<file path="src/rtl/bridge_gate_pkg.sv">
package bridge_gate_pkg;

  // Per-phase strobes from the command control to the timing datapath.
  typedef struct packed {
    logic allowHi;  // high side may be on this cycle
    logic allowLo;  // low side may be on this cycle
    logic armHi;    // high side may turn on at the next edge
    logic armLo;    // low side may turn on at the next edge
  } phaseStrobe_t;

endpackage

</file>
<file path="src/rtl/gate_cmd_ctrl.sv">
module gate_cmd_ctrl
  import bridge_gate_pkg::*;
#(
  parameter int NUM_PH = 3
) (
  input  logic                      enable,
  input  logic [NUM_PH-1:0]         hiCmd,
  input  logic [NUM_PH-1:0]         loCmd,
  input  logic [NUM_PH-1:0]         hiReady,
  input  logic [NUM_PH-1:0]         loReady,
  output phaseStrobe_t [NUM_PH-1:0] strobe,
  output logic                      hiZ
);

  assign hiZ = ~enable;

  for (genvar i = 0; i < NUM_PH; i++) begin : g_phase
    logic reqHi;
    logic reqLo;

    // Conflicting commands request neither side.
    assign reqHi = hiCmd[i] & ~loCmd[i];
    assign reqLo = loCmd[i] & ~hiCmd[i];

    always_comb begin
      strobe[i].allowHi = enable & reqHi;
      strobe[i].allowLo = enable & reqLo;
      strobe[i].armHi   = enable & reqHi & hiReady[i];
      strobe[i].armLo   = enable & reqLo & loReady[i];
    end
  end

endmodule

</file>
<file path="src/rtl/gate_timing_path.sv">
module gate_timing_path
  import bridge_gate_pkg::*;
#(
  parameter int NUM_PH        = 3,
  parameter int DT_W          = 4,
  parameter int MIN_DT_CYCLES = 6,
  parameter int STEP_CYCLES   = 4
) (
  input  logic                      clk,
  input  logic                      rstN,
  input  logic [DT_W-1:0]           dtSetting,
  input  phaseStrobe_t [NUM_PH-1:0] strobe,
  output logic [NUM_PH-1:0]         gateHi,
  output logic [NUM_PH-1:0]         gateLo,
  output logic [NUM_PH-1:0]         hiReady,
  output logic [NUM_PH-1:0]         loReady
);

  localparam int MAX_DT = MIN_DT_CYCLES + ((1 << DT_W) - 1) * STEP_CYCLES;
  localparam int CNT_W  = $clog2(MAX_DT + 1);
  localparam logic [CNT_W-1:0] MIN_C  = CNT_W'(MIN_DT_CYCLES);
  localparam logic [CNT_W-1:0] STEP_C = CNT_W'(STEP_CYCLES);
  localparam logic [CNT_W-1:0] MAX_C  = CNT_W'(MAX_DT);
  localparam logic [CNT_W:0]   ONE    = (CNT_W+1)'(1);

  logic [CNT_W-1:0] dtCycles;
  assign dtCycles = MIN_C + CNT_W'(dtSetting) * STEP_C;

  for (genvar i = 0; i < NUM_PH; i++) begin : g_phase
    logic             regHi;
    logic             regLo;
    logic [CNT_W-1:0] hiLowCnt;  // cycles the high gate has been low
    logic [CNT_W-1:0] loLowCnt;  // cycles the low gate has been low

    // Turn-off is combinational: a withdrawn allow drops the gate at once.
    assign gateHi[i] = regHi & strobe[i].allowHi;
    assign gateLo[i] = regLo & strobe[i].allowLo;

    // Counting the current cycle, has the opposite gate been low long enough?
    assign hiReady[i] = ({1'b0, loLowCnt} + ONE) >= {1'b0, dtCycles};
    assign loReady[i] = ({1'b0, hiLowCnt} + ONE) >= {1'b0, dtCycles};

    always_ff @(posedge clk) begin
      if (!rstN) begin
        regHi    <= 1'b0;
        regLo    <= 1'b0;
        hiLowCnt <= '0;
        loLowCnt <= '0;
      end else begin
        regHi <= strobe[i].allowHi & (regHi | strobe[i].armHi);
        regLo <= strobe[i].allowLo & (regLo | strobe[i].armLo);
        if (gateHi[i])             hiLowCnt <= '0;
        else if (hiLowCnt != MAX_C) hiLowCnt <= hiLowCnt + 1'b1;
        if (gateLo[i])             loLowCnt <= '0;
        else if (loLowCnt != MAX_C) loLowCnt <= loLowCnt + 1'b1;
      end
    end

    AST_NO_SHOOT_THROUGH: assert property (@(posedge clk) disable iff (!rstN)
      !(gateHi[i] && gateLo[i]));

    AST_HI_DEAD_TIME: assert property (@(posedge clk) disable iff (!rstN)
      $rose(gateHi[i]) |-> (loLowCnt >= $past(dtCycles)));

    AST_LO_DEAD_TIME: assert property (@(posedge clk) disable iff (!rstN)
      $rose(gateLo[i]) |-> (hiLowCnt >= $past(dtCycles)));
  end

endmodule

</file>
<file path="src/rtl/bridge_gate_sequencer.sv">
module bridge_gate_sequencer
  import bridge_gate_pkg::*;
#(
  parameter int NUM_PH        = 3,
  parameter int DT_W          = 4,
  parameter int MIN_DT_CYCLES = 6,
  parameter int STEP_CYCLES   = 4
) (
  input  logic              clk,
  input  logic              rstN,
  input  logic              enable,
  input  logic [NUM_PH-1:0] hiCmd,
  input  logic [NUM_PH-1:0] loCmd,
  input  logic [DT_W-1:0]   dtSetting,
  output logic [NUM_PH-1:0] gateHi,
  output logic [NUM_PH-1:0] gateLo,
  output logic              hiZ
);

  phaseStrobe_t [NUM_PH-1:0] strobe;
  logic [NUM_PH-1:0]         hiReady;
  logic [NUM_PH-1:0]         loReady;

  gate_cmd_ctrl #(.NUM_PH(NUM_PH)) u_ctrl (
    .enable  (enable),
    .hiCmd   (hiCmd),
    .loCmd   (loCmd),
    .hiReady (hiReady),
    .loReady (loReady),
    .strobe  (strobe),
    .hiZ     (hiZ)
  );

  gate_timing_path #(
    .NUM_PH        (NUM_PH),
    .DT_W          (DT_W),
    .MIN_DT_CYCLES (MIN_DT_CYCLES),
    .STEP_CYCLES   (STEP_CYCLES)
  ) u_path (
    .clk       (clk),
    .rstN      (rstN),
    .dtSetting (dtSetting),
    .strobe    (strobe),
    .gateHi    (gateHi),
    .gateLo    (gateLo),
    .hiReady   (hiReady),
    .loReady   (loReady)
  );

  AST_RELEASED_ALL_OFF: assert property (@(posedge clk) disable iff (!rstN)
    hiZ |-> (gateHi == '0 && gateLo == '0));

  AST_ENABLE_HIZ: assert property (@(posedge clk) disable iff (!rstN)
    enable != hiZ);

  AST_CONFLICT_OFF: assert property (@(posedge clk) disable iff (!rstN)
    (hiCmd & loCmd & (gateHi | gateLo)) == '0);

  AST_IDLE_OFF: assert property (@(posedge clk) disable iff (!rstN)
    (~hiCmd & ~loCmd & (gateHi | gateLo)) == '0);

  AST_PROMPT_TURN_OFF: assert property (@(posedge clk) disable iff (!rstN)
    ((gateHi & ~hiCmd) | (gateLo & ~loCmd)) == '0);

endmodule

</file>
<file path="config.mk">
export PLATFORM = sky130hd
export DESIGN_NAME = bridge_gate_sequencer
export DESIGN_NICKNAME = d
export VERILOG_FILES = /design/src/rtl/bridge_gate_pkg.sv /design/src/rtl/gate_cmd_ctrl.sv /design/src/rtl/gate_timing_path.sv /design/src/rtl/bridge_gate_sequencer.sv
export SDC_FILE = /design/constraint.sdc
export NUM_CORES = 1
export LEC_CHECK = 0
export BUFFER_PORTS_ARGS = -buffer_cell sky130_fd_sc_hd__buf_4
export CAP_MARGIN = 20
export CORE_MARGIN = 2
export CORE_UTILIZATION = 53
export CTS_CLUSTER_DIAMETER = 80
export CTS_CLUSTER_SIZE = 10
export DETAILED_ROUTE_END_ITERATION = 6
export PLACE_DENSITY = 0.78
export SYNTH_ARGS = -nofsm -noshare
export SYNTH_HDL_FRONTEND = slang
export SYNTH_SLANG_ARGS = --single-unit
</file>
<file path="constraint.sdc">
create_clock -name clk -period 2.1 [get_ports clk]
set_input_delay 0.105 -clock clk [delete_from_list [all_inputs] [get_ports clk]]
set_output_delay 0.105 -clock clk [all_outputs]
set_load 0.01 [all_outputs]
</file>
==> results.cfg <==
[outcome]
status = finished clean

[placement]
place_ws_ns = 0.09936
dpl-instance-area_um2 = 3386
dp_hpwl_mm = 4.715
numPlacedInstances = 436
io_buffers = 19
place.gp.congestion = 0.8116

[timing]
setup_tns_ns = 0
tightest_slew_ns = 0.3295
slew_headroom = 0.7788
setup_viol = 0
rsz0062_at_grt = no
fin_ws_ns = 0.1056
slew_violations = 0
worst_hold_slack_ns = 0.07573
fmax_mhz = 501.4
skew_ns = 0.007729
post-route-period-util = 0.9497
finalCriticalPeriod_ns = 1.994
hold_viol = 0

[floorplan]
initial_core_util = 0.5549
coreArea_um2 = 5574
rows = 27
die_area_um2 = 6463
die_y_um = 80.39
die_x_um = 80.39
io_pins = 20

[pwr]
power_density_nw_per_um2 = 514.5
max-vdd-ir-drop_mv = 0.3205
total_power_mw = 1.797
leakage_nw = 1.619

[worst_setup_path]
arrival_ns = 2.19
endpoint = u_path.g_phase[2].regLo
critPathKind = register to register
worst_r2r_path_depth = 8
reg2reg_to = u_path.g_phase[2].regLo
cp_max_fo = 4
setup.worst_path.start_class = register
required_ns = 2.30
rrSetupSlack_ns = 0.11
rr_startpoint = u_path.g_phase[2].hiLowCnt[4]
crit_path_start = u_path.g_phase[2].hiLowCnt[4]
cp-end-kind = register

[routing]
routedWlPerCell_um = 13.85
wl_mm = 6.135
drtIter0Drc = 77
ant_nets = 0
drc = 0
vias = 2434
vias_per_cell = 5.494
drtPass1Iterations = 5

[synthesis]
yosys.area.top_type = dfxtp_1
synth_cells = 338
synthArstFlopShare = 0
ys_top_cells_by_area = dfxtp_1, ha_1, nor2b_1
netlist_area_um2 = 3093
yosys.area.top_type_share = 0.3107
ys_seq_area_frac = 0.3107
ys_types = 28
synth_nets = 400
yosys_register_bits = 48
syn_avg_cell_area_um2 = 9.151
synth-edff-count = 0
synthFlopType = dfxtp_1
ys_warn_count = 0

[final_layout]
antennaDiodeCount = 0
fin_cells = 443
fillerInstances = 469
mostFrequentLayoutCells = ha_1, dfxtp_1, nor2b_1
final_area_um2 = 3493
area_growth_pct = 12.94
post_route_cells_drive_above_1_share = 0.1348
multiInputGateArea_um2 = 2068
final_util = 0.6267
regArea_um2 = 964.7
final_net_count = 433
final_common_cell = ha_1

[global_route]
grt_overflow_total = 0
grt_max_degree = 19
first_global_vias = 2347
antenna_found_initial = 0
gr-usage-all-layers = 0.2024
grt_pass1_wl_mm = 10.31

[worst_hold_path]
hold_path.class = primary input to register

[flow_run]
drv_cap = 0

[cts]
cts_buffers = 5
cts_root_buffer = clkbuf_8
htreeDepth = 2
clkSlewWorstSetupHoldPaths_ns = 0.09
clk_path_buf_depth = 2
clk_latency_ns = 0.29
hold_buffers = 0
cts_tree = done
clock_sinks = 48
==> power breakdown <==
part / internal [mW] / switching, mW
Sequential: 0.941 / 0.0364
Clock: 0.227 / 0.298
Combinational: 0.138 / 0.157
Total: 1.31 / 0.491
==> synthesized netlist by cell type (3+ instances only) <==
| cell | n |
|---|---|
| a211oi_1 | 10 |
| a21oi_1 | 9 |
| dfxtp_1 | 48 |
| nand2_1 | 21 |
| xnor2_1 | 25 |
| nand4b_1 | 10 |
| nand3_1 | 31 |
| nor4b_2 | 6 |
| and3_1 | 4 |
| nand3b_1 | 6 |
| inv_1 | 20 |
| nor2b_1 | 37 |
| xor2_1 | 13 |
| nor2_1 | 18 |
| o21ai_0 | 6 |
| nand4_1 | 7 |
| ha_1 | 49 |
| buf_2 | 3 |
| a21o_1 | 3 |
==> worst min path at each step <==
stage	endpoint	from	cells after the start
4_1_cts	u_path.g_phase[0].regHi	loCmd[0]	3
5_1_grt	u_path.g_phase[1].regLo	loCmd[1]	3
3_5_place_dp	u_path.g_phase[0].regHi	loCmd[0]	3
6_report	u_path.g_phase[0].regHi	loCmd[0]	3
2_1_floorplan	u_path.g_phase[1].regLo	loCmd[1]	2
3_3_place_gp	u_path.g_phase[1].regLo	hiCmd[1]	3
==> per-layer routing <==
layer | share of wire | vias up | GRT usage
li1 | - | 1251 | -
met1 | 0.50 | 1139 | 0.2625
met2 | 0.46 | 36 | 0.3433
met3 | 0.030 | 8 | 0.03146
met4 | 0.014 | 0 | 0.06441
met5 | 0 | - | 0
==> flip-flops by register name, summed over array words and instances, names as in the netlist <==
register                 count
u_path.g_phase.regHi         3
u_path.g_phase.regLo         3
u_path.g_phase.hiLowCnt     21
u_path.g_phase.loLowCnt     21
==> repair_timing <==
item                       CTS  global route
resized for setup            0            10
setup buffers                0             0
setup endpoints to repair    0             2
==> layout make-up <==
type	count	share of cell area
inverters	20	0.02149
clock inverters	1	0.001433
flip-flops and latches	48	0.2761
multi-input cells	267	0.5920
well taps	72	0.02579
clock buffers	6	0.02077
repair buffers	29	0.06232
==> worst max-delay path, stage by stage (launching register included) <==
cell      delay (ns)
dfxtp_2         0.37
and3_1          0.16
nand3_1         0.14
xnor2_2         0.17
ha_1            0.31
a21o_1          0.18
a211oi_1        0.23
o21ai_1         0.10
o2111a_1        0.24
==> cell families after synthesis <==
group                    after synthesis  synth area share
buffers and inverters                 23           0.02912
adder cells (fa/ha/maj)               49            0.1982
AND/OR/NAND/NOR                      145            0.2791
flip-flops                            48            0.3107
AO/OA/AOI/OAI                         34           0.07201
XOR/XNOR                              38            0.1076
multiplexers                           1          0.003236
Note: power is estimated with default switching activity, not from simulation.
